$ cat config.mk
export PLATFORM = sky130hd
export DESIGN_NAME = slow_xfer_bridge
export DESIGN_NICKNAME = d
export VERILOG_FILES = /design/src/rtl/slowx_pkg.sv /design/src/rtl/slowx_tick_gen.sv /design/src/rtl/slowx_buf.sv /design/src/rtl/slowx_stage.sv /design/src/rtl/slowx_ret_cap.sv /design/src/rtl/slow_xfer_bridge.sv
export SDC_FILE = /design/constraint.sdc
export NUM_CORES = 1
export LEC_CHECK = 0
export ABC_AREA = 1
export BUFFER_PORTS_ARGS = -buffer_cell sky130_fd_sc_hd__buf_2
export CAP_MARGIN = 20
export CORE_MARGIN = 2
export CORE_UTILIZATION = 35
export DETAILED_ROUTE_END_ITERATION = 16
export PLACE_DENSITY_LB_ADDON = 0.1
export SLEW_MARGIN = 40
export SYNTH_ARGS = -nofsm -noshare
export SYNTH_HDL_FRONTEND = slang
export SYNTH_SLANG_ARGS = --single-unit
export TNS_END_PERCENT = 50
$ cat constraint.sdc
create_clock -name clk -period 3.5 [get_ports clk]
set_clock_uncertainty 0.05 [all_clocks]
set_input_delay 0.525 -clock clk [delete_from_list [all_inputs] [get_ports clk]]
set_output_delay 0.525 -clock clk [all_outputs]
set_load 0.01 [all_outputs]
$ cat src/rtl/slowx_pkg.sv
// Package: shared types for the enable-timed bridge.
// Assumes: nothing beyond IEEE 1800-2017.
package slowx_pkg;

    // Phase markers of the slow period, all one fast cycle wide
    typedef struct packed {
        logic pre;   // cycle before the slow tick: staging slot
        logic tick;  // slow-section update enable
        logic cap;   // cycle after the tick: return sample slot
    } slowx_phase_t;

endpackage

$ cat src/rtl/slowx_tick_gen.sv
// Module: slow period generator.
// Divides the fast clock by DIV and marks the pre-tick, tick and capture
// cycles of each slow period.
// Assumes: DIV >= 3, so the three phase cycles never coincide.
module slowx_tick_gen #(
    parameter int DIV = 500000
) (
    input  logic                  clk,
    input  logic                  rst_n,
    output slowx_pkg::slowx_phase_t phase
);
    localparam int CW = (DIV > 1) ? $clog2(DIV) : 1;
    localparam logic [CW-1:0] LAST = CW'(DIV - 1);
    localparam logic [CW-1:0] PRE  = CW'(DIV - 2);

    logic [CW-1:0] cnt_q;
    logic          cap_q;

    // Period counter: wraps to zero after the tick cycle
    always_ff @(posedge clk) begin
        if (!rst_n)              cnt_q <= '0;
        else if (cnt_q == LAST)  cnt_q <= '0;
        else                     cnt_q <= cnt_q + 1'b1;
    end

    // Capture marker: one cycle after the tick
    always_ff @(posedge clk) begin
        if (!rst_n) cap_q <= 1'b0;
        else        cap_q <= (cnt_q == LAST);
    end

    // Phase decode from the counter state
    always_comb begin
        phase.pre  = (cnt_q == PRE);
        phase.tick = (cnt_q == LAST);
        phase.cap  = cap_q;
    end
endmodule

$ cat src/rtl/slowx_buf.sv
// Module: small synchronous word buffer (first in, first out).
// Assumes: DEPTH is a power of two, >= 2; push is never requested while full.
module slowx_buf #(
    parameter int DW    = 32,
    parameter int DEPTH = 4
) (
    input  logic          clk,
    input  logic          rst_n,
    input  logic          push,
    input  logic [DW-1:0] push_data,
    input  logic          pop,
    output logic [DW-1:0] head,
    output logic          full,
    output logic          empty
);
    localparam int AW = $clog2(DEPTH);
    localparam logic [AW:0] CAP = (AW + 1)'(DEPTH);

    logic [AW-1:0] wr_ptr_q, rd_ptr_q;
    logic [AW:0]   count_q;
    logic [DW-1:0] slot_q [DEPTH];

    // One storage register per entry, written when the write pointer selects it
    for (genvar i = 0; i < DEPTH; i++) begin : g_slot
        always_ff @(posedge clk) begin
            if (push && (wr_ptr_q == AW'(i))) slot_q[i] <= push_data;
        end
    end

    // Write pointer advance
    always_ff @(posedge clk) begin
        if (!rst_n)    wr_ptr_q <= '0;
        else if (push) wr_ptr_q <= wr_ptr_q + 1'b1;
    end

    // Read pointer advance
    always_ff @(posedge clk) begin
        if (!rst_n)   rd_ptr_q <= '0;
        else if (pop) rd_ptr_q <= rd_ptr_q + 1'b1;
    end

    // Occupancy tracking
    always_ff @(posedge clk) begin
        if (!rst_n) count_q <= '0;
        else begin
            case ({push, pop})
                2'b10:   count_q <= count_q + 1'b1;
                2'b01:   count_q <= count_q - 1'b1;
                default: count_q <= count_q;
            endcase
        end
    end

    // Status and head word
    always_comb begin
        full  = (count_q == CAP);
        empty = (count_q == '0);
        head  = slot_q[rd_ptr_q];
    end
endmodule

$ cat src/rtl/slowx_stage.sv
// Module: staging register for the slow side.
// At the pre-tick slot it takes the buffer head when one is present and
// otherwise keeps its word and raises the no-new-data flag.
// Assumes: load_slot pulses one cycle before the slow tick.
module slowx_stage #(
    parameter int DW = 32
) (
    input  logic          clk,
    input  logic          rst_n,
    input  logic          load_slot,
    input  logic          have_word,
    input  logic [DW-1:0] word_in,
    output logic          take,
    output logic [DW-1:0] stage_q,
    output logic          nodata_q
);
    // Pop request toward the buffer
    always_comb take = load_slot && have_word;

    // Staged word: updated only at the staging slot
    always_ff @(posedge clk) begin
        if (!rst_n)    stage_q <= '0;
        else if (take) stage_q <= word_in;
    end

    // No-new-data flag: refreshed at each staging slot
    always_ff @(posedge clk) begin
        if (!rst_n)         nodata_q <= 1'b0;
        else if (load_slot) nodata_q <= !have_word;
    end
endmodule

$ cat src/rtl/slowx_ret_cap.sv
// Module: single capture of the slow section's result into the fast side.
// Assumes: cap pulses once per slow period, after the slow update.
module slowx_ret_cap #(
    parameter int DW = 32
) (
    input  logic          clk,
    input  logic          rst_n,
    input  logic          cap,
    input  logic [DW-1:0] ret_in,
    output logic          valid_q,
    output logic [DW-1:0] data_q
);
    // Held return word: loaded once per slow period
    always_ff @(posedge clk) begin
        if (!rst_n)   data_q <= '0;
        else if (cap) data_q <= ret_in;
    end

    // One-cycle valid pulse following the capture
    always_ff @(posedge clk) begin
        if (!rst_n) valid_q <= 1'b0;
        else        valid_q <= cap;
    end
endmodule

$ cat src/rtl/slow_xfer_bridge.sv
// Module: top of the enable-timed bridge between a fast bus and slow logic.
// Writes land in a small buffer; one word is staged before each slow tick
// and the slow result is captured once after it.
// Assumes: slow logic is clocked by clk and updates only when slow_tick is 1;
// DIV >= 3; DEPTH is a power of two.
module slow_xfer_bridge #(
    parameter int DW    = 32,
    parameter int DEPTH = 4,
    parameter int DIV   = 500000
) (
    input  logic          clk,
    input  logic          rst_n,
    input  logic          wr_valid,
    output logic          wr_ready,
    input  logic [DW-1:0] wr_data,
    output logic          slow_tick,
    output logic [DW-1:0] slow_data,
    output logic          slow_nodata,
    input  logic [DW-1:0] ret_data_in,
    output logic          ret_valid,
    output logic [DW-1:0] ret_data
);
    slowx_pkg::slowx_phase_t phase;
    logic          buf_full, buf_empty, take, push;
    logic [DW-1:0] head;

    slowx_tick_gen #(.DIV(DIV)) u_tick (
        .clk   (clk),
        .rst_n (rst_n),
        .phase (phase)
    );

    // Bus handshake: accept whenever there is room
    always_comb begin
        wr_ready = !buf_full;
        push     = wr_valid && !buf_full;
    end

    slowx_buf #(.DW(DW), .DEPTH(DEPTH)) u_buf (
        .clk       (clk),
        .rst_n     (rst_n),
        .push      (push),
        .push_data (wr_data),
        .pop       (take),
        .head      (head),
        .full      (buf_full),
        .empty     (buf_empty)
    );

    slowx_stage #(.DW(DW)) u_stage (
        .clk       (clk),
        .rst_n     (rst_n),
        .load_slot (phase.pre),
        .have_word (!buf_empty),
        .word_in   (head),
        .take      (take),
        .stage_q   (slow_data),
        .nodata_q  (slow_nodata)
    );

    slowx_ret_cap #(.DW(DW)) u_ret (
        .clk     (clk),
        .rst_n   (rst_n),
        .cap     (phase.cap),
        .ret_in  (ret_data_in),
        .valid_q (ret_valid),
        .data_q  (ret_data)
    );

    // Slow-section enable
    always_comb slow_tick = phase.tick;
endmodule

==> results.toml, run 1 <==
[power]
p_total_w = 0.00539
power.leakage_nw = 4.31
vdd_drop_max_v = 0.000361
powerDensity_nw_per_um2 = 518

[min_path]
hold_depth = 1
hp-class = "in2reg"
hold_path_end = "u_buf.slot_q[0][7]"
min_from = "wr_data[7]"

[route]
vias = 6212
ant_nets = 0
vias_per_cell = 4.60
met2_length_um = 9600
wl_per_cell_um = 15.1
drc_errors = 0
drt_iter0_markers = 335
m1WireLength_um = 9590
first_pass_iters = 5
highest_layer = "met5"
wirelength_um = 20400
wl_met3_um = 717

[floorplan]
io_pins = 135
start_util_pct = 35.5
core_area_um2 = 24200
fp-row-count = 57
dieArea_um2 = 25800
fp.dieW_um = 161
die_y_um = 161

[worst_setup_path]
cp_slowest_stage_delay_ns = 0.62
start_kind = "register"
r2r_end = "u_stage.stage_q[15]"
critical_path.slowest_cell = "nand3_2"
crit_arrival_ns = 2.86
rr_startpoint = "u_tick.cnt_q[0]"
r2r_slack_ns = 1.05
path_cells = "inv_1, ha_1, nand3_2, nor3_2, nand3_2, buf_4, nand2_1, nand2_1, nor2_1"
worst-path-max-fanout = 28
cpLargestDelayFamily = "simple AND/OR/NAND/NOR gates"
cp_num_buf_inv = 2
critPathCaptureType = "register"
crit_type = "reg2reg"
required_ns = 3.91
reg2reg_depth = 9

[finish]
layout-drive-gt1-share_pct = 19.6
final_area_um2 = 10400
area_growth_pct = 21.1
fin_util_pct = 43.0
fin_nets = 1081

[clocking]
cts_htree_levels = 1
clkTransAtPathRegs_ns = 0.06
cts_resized = 0
post-cts-setup-buffers = 0
cts_tree = "built"
ctsRootBufferMaster = "clkbuf_16"
cts_hold_buf = 0
cts_sinks = 221
clk_path_buf_depth = 3
numCtsBuffers = 25
clk_latency_ns = 0.53

[yosys]
syn_avg_cell_area_um2 = 9.88
netlist_area_um2 = 8590
yosysSeqAreaShare_pct = 66.4
synth_cell_types = 23
syn_nets = 945
yosys_warnings = 0
synth_top_area_share_pct = 44.7
yosysTopAreaCell = "edfxtp_1"
synth_seq_cells = 221
synthTopCellsByArea = "edfxtp_1, dfxtp_1, nor2_1"
synthCells = 870

[sta]
maxSlewHeadroom_pct = 46.8
period_needed_ns = 2.45
fin_ws_ns = 1.05
setup_viol = 0
fin_tns_setup_ns = 0
finalMaxSlewViolations = 0
fmax_mhz = 408
hold_viol = 0
worst_pin_slew_ns = 0.796
rsz0062_at_grt = "no"
finalCritPeriodShare_pct = 70.0

[placement]
globalplace.congestion = 0.740
portBuffers = 134
dpl-instance-area_um2 = 9640
place_ws_ns = 1.00
dp_hpwl_um = 12700

[global_routing]
grt_pass1_vias = 6013
grt_usage_pct = 15.8
antenna_found_initial = 3
grt_pass1_wl_um = 32400
grt_overflow = 0
grt_max_degree = 66

[run]
cap_viol_max_count = 0

[outcome]
status = "finished clean"
[layer usage]
layer  track usage (%)  up-vias
li1                  -     3155
met1              21.3     2931
met2              26.3       88
met3              2.79       36
met4              4.42        2
met5                 0        -
[layout by cell type (no fill, tap or decap), types with 2 or more instances in the layout]
master	n
inv_1	63
nor2_4	4
nand2_1	103
inv_2	2
diode_2	2
nand4_1	7
ha_1	7
clkbuf_1	6
xnor2_1	3
edfxtp_1	128
nor2_1	236
clkbuf_16	26
nand3_2	2
o21ai_0	103
nor2_2	3
buf_4	15
nand3_1	17
clkinv_1	5
xor2_1	5
a21oi_1	15
o22ai_1	32
clkinv_2	8
dfxtp_1	92
buf_2	134
[cells in the mapped netlist (all sizes together)]
master and n:
nor2 243, edfxtp 128, nand2 104, o21ai 103
dfxtp 93, inv 66, o22ai 32, clkbuf 27
nand3 19, a21oi 15, buf 15, ha 7
nand4 7, xor2 5, xnor2 3, nor3 2
fa 1
[registers in the layout, summed over array words and instances, names as in the netlist, 2 cells and up]
| signal | count |
|---|---|
| u_buf.wr_ptr_q | 2 |
| u_buf.count_q | 3 |
| u_ret.data_q | 32 |
| u_buf.slot_q | 128 |
| u_buf.rd_ptr_q | 2 |
| u_tick.cnt_q | 19 |
| u_stage.stage_q | 32 |
[metrics by stage]
step                instances  hold WS, ns
global route             1350        0.142
CTS                      1348        0.133
floorplan                 870        0.402
detailed placement       1302        0.424
finish                   1351        0.151
global placement         1302        0.424
[worst max-delay path by stage]
| stage | depth (start not counted) | slack [ns] | to | startpoint |
|---|---|---|---|---|
| 2_1_floorplan | 4 | 0.97 | u_buf.slot_q[0][0] | u_buf.count_q[1] |
| 3_3_place_gp | 4 | 1.08 | u_buf.slot_q[1][4] | wr_valid |
| 3_5_place_dp | 8 | 1.00 | u_stage.stage_q[10] | u_tick.cnt_q[0] |
| 4_1_cts | 9 | 0.98 | u_stage.stage_q[15] | u_tick.cnt_q[0] |
| 5_1_grt | 9 | 0.83 | u_stage.stage_q[10] | u_tick.cnt_q[0] |
| 6_report | 9 | 1.05 | u_stage.stage_q[15] | u_tick.cnt_q[0] |
[power by group]
part	internal, W	switching (W)
logic	0.0000645	0.000127
clock network	0.00132	0.00104
registers	0.00283	0.0000184
[cell type report]
class / instances / area, µm²
Sequential cell: 221 / 5710
Multi-Input combinational cell: 541 / 2470
Fill cell: 2407 / 13800
Timing Repair Buffer: 151 / 828
Clock buffer: 31 / 648
Tap cell: 324 / 405
Clock inverter: 15 / 86.3
Inverter: 66 / 250
Antenna cell: 2 / 5.00
[cell families (layout without fill, tap and decap cells)]
family / Yosys count / after routing / share of synthesized area, %
other: 0 / 2 / 0
AOI/OAI and AO/OA: 150 / 150 / 9.20
and+or+nand+nor: 375 / 375 / 17.2
xor gates and xnor gates: 8 / 8 / 0.815
buffers and inverters: 108 / 263 / 5.15
adders and majority gates: 8 / 8 / 1.25
DFF: 221 / 221 / 66.4
(Power assumes the default switching activity.)
==> run 2: changes to the inputs <==
ABC_AREA = 0   (was 1)
clock period = 2.43 ns   (was 3.5 ns; I/O delays follow)
==> run 2 against run 1 <==
Against the previous run:
- hold slack lost 0.12 ns
- final area grew 2.8%
- critical endpoint is now u_buf.count_q[2]
- critical path depth unchanged
- routed wire length is 4.9% lower
==> results.toml, run 2 <==
[sta]
hold_viol = 0
setup_viol = 0
finalMaxSlewViolations = 0
worst_pin_slew_ns = 0.621
rsz0062_at_grt = "yes"
maxSlewHeadroom_pct = 58.2
period_needed_ns = 2.42
finalCritPeriodShare_pct = 99.5
fmax_mhz = 413
fin_tns_setup_ns = 0
fin_ws_ns = 0.0112

[yosys]
synthTopCellsByArea = "edfxtp_1, dfxtp_1, mux4_2"
synth_seq_cells = 221
synth_cell_types = 37
yosysTopAreaCell = "edfxtp_1"
synth_top_area_share_pct = 45.9
netlist_area_um2 = 8380
post-synth-top-count-cell = "edfxtp_1"
syn_nets = 658
synth_flop_cell = "edfxtp_1"
yosys_warnings = 0
syn_avg_cell_area_um2 = 14.4
synthCells = 583
synth_commonest_cells = "edfxtp_1, dfxtp_1, nor2_1"
async_reset_ff_share_pct = 0
yosysSeqAreaShare_pct = 68.1
synth_edf_count = 128

[floorplan]
start_util_pct = 35.7
dieArea_um2 = 25200
fp.dieW_um = 159
core_area_um2 = 23500
fp-row-count = 56
io_pins = 135
die_y_um = 159

[route]
vias = 5336
ant_nets = 0
drc_errors = 0
vias_per_cell = 4.92
wl_per_cell_um = 17.9
first_pass_iters = 4
wirelength_um = 19400
drt_iter0_markers = 307

[worst_setup_path]
critPathCaptureType = "register"
crit_arrival_ns = 2.81
worst-path-max-fanout = 6
start_kind = "register"
crit_type = "reg2reg"
required_ns = 2.82

[power]
powerDensity_nw_per_um2 = 795
pwr-share-comb_pct = 4.1
clockPowerShare_pct = 47.6
p_sw_w = 0.00171
p_sw_share_pct = 20.0
power.leakage_nw = 3.77
pwr-share-seq_pct = 48.3
p_total_w = 0.00851
internal-power_w = 0.00680
vdd_drop_max_v = 0.000600

[finish]
largest_reg_flops = 128
multi_input_area_um2 = 2530
area_growth_pct = 27.6
reg_top3 = "u_buf.slot_q x128, u_ret.data_q x32, u_stage.stage_q x32"
regMostFlops = "u_buf.slot_q"
fin_nets = 821
finalNonFillerCells = 1085
n_fill_cell = 2106
final_cell_mix = "buf_2, edfxtp_1, dfxtp_1"
regArea_um2 = 5720
final_common_cell = "buf_2"
layout-drive-gt1-share_pct = 32.0

[clocking]
ctsRootBufferMaster = "clkbuf_16"
clk_path_buf_depth = 3
clkTransAtPathRegs_ns = 0.06
cts_tree = "built"
numCtsBuffers = 26
cts_sinks = 221
clk_latency_ns = 0.52
cts_htree_levels = 1

[global_routing]
grt_usage_pct = 15.2
grt_pass1_vias = 5469
grt_max_degree = 65
grt_overflow = 0
grt_pass1_wl_um = 30500
antenna_found_initial = 1

[placement]
place_ws_ns = 0.0602
numPlacedInstances = 1009
dp_hpwl_um = 11500
portBuffers = 134
globalplace.congestion = 0.789

[outcome]
status = "finished clean"

[run]
cap_viol_max_count = 0

[min_path]
hp-class = "in2reg"
==> run 2: cell types whose count changed after synthesis, moves of 33 or more <==
cell,before,now
mux2i_1,0,33
nor2_1,240,58
o21ai_0,103,35
nand2_1,103,8
inv_1,65,12
==> run 2: routing by layer <==
layer / GRT usage (%) / share of wire, % / up-vias
met4: 3.92 / 2.1 / 0
met2: 25.4 / 47 / 165
met5: 0 / 0 / -
met3: 3.53 / 6.0 / 33
li1: - / - / 2530
met1: 20.0 / 45 / 2608
==> run 2: kinds of logic (layout without fill, tap and decap cells) <==
| family | Yosys count | after routing | share of synthesized area [%] |
|---|---|---|---|
| simple gates | 140 | 140 | 8.97 |
| mux | 65 | 65 | 12.5 |
| buf+inv | 52 | 234 | 2.46 |
| flops | 221 | 221 | 68.1 |
| xor+xnor | 17 | 17 | 1.78 |
| fa+ha+maj | 8 | 8 | 1.28 |
| compound gates | 80 | 80 | 4.91 |
| other cells | 0 | 1 | 0 |
==> run 2: power by group through the flow <==
| stage | clock (W) | combinational (W) | sequential, W |
|---|---|---|---|
| 2_1_floorplan | 0 | 0.000164 | 0.00418 |
| 3_3_place_gp | 0 | 0.000308 | 0.00418 |
| 3_5_place_dp | 0 | 0.000320 | 0.00419 |
| 4_1_cts | 0.00416 | 0.000357 | 0.00411 |
| 5_1_grt | 0.00430 | 0.000386 | 0.00412 |
| 6_report | 0.00405 | 0.000350 | 0.00411 |
==> run 2: through the flow <==
stage	util, %	hold slack (ns)	instance area, µm²
3_3_place_gp	40.3	0.406	9460
4_1_cts	45.5	0.00143	10700
3_5_place_dp	40.4	0.415	9480
2_1_floorplan	-	0.391	8440
5_1_grt	45.6	0.00664	10700
6_report	45.6	0.0300	10700
==> run 2: worst paths after layout <==
path                       startpoint             endpoint  slack, ns  cells past startpoint
setup / recovery      u_tick.cnt_q[7]     u_buf.count_q[2]       0.01                      9
hold / removal            wr_data[18]  u_buf.slot_q[3][18]       0.03                      1
setup reg to reg      u_tick.cnt_q[7]     u_buf.count_q[2]       0.01                      9
hold reg to reg   u_stage.stage_q[21]  u_stage.stage_q[21]       0.42                      2
==> run 2: repair_timing <==
action / CTS / global route
hold buffers: 27 / 0
endpoints found under the hold margin: 107 / 0
gates resized for setup: 2 / 4
pin swaps: 2 / 4
setup buffers: 0 / 1
endpoints found under the setup margin: 1 / 2
==> run 2: area by class of cell <==
| class | count | area share [%] |
|---|---|---|
| diodes | 1 | 0.0234 |
| clock buffers | 34 | 6.95 |
| clock inverters | 13 | 1.68 |
| inverters | 12 | 0.421 |
| multi-input cells | 310 | 23.6 |
| flip-flops and latches | 221 | 53.5 |
| well taps | 319 | 3.73 |
| repair buffers | 175 | 10.1 |
==> run 2: critical path, cell delays in order (launching register included) <==
cell	delay [ns]
dfxtp_4	0.37
nor4b_4	0.31
nand4_1	0.23
nor2_2	0.18
ha_2	0.20
inv_2	0.04
fa_2	0.33
xor2_1	0.16
or3_1	0.34
a21oi_2	0.14
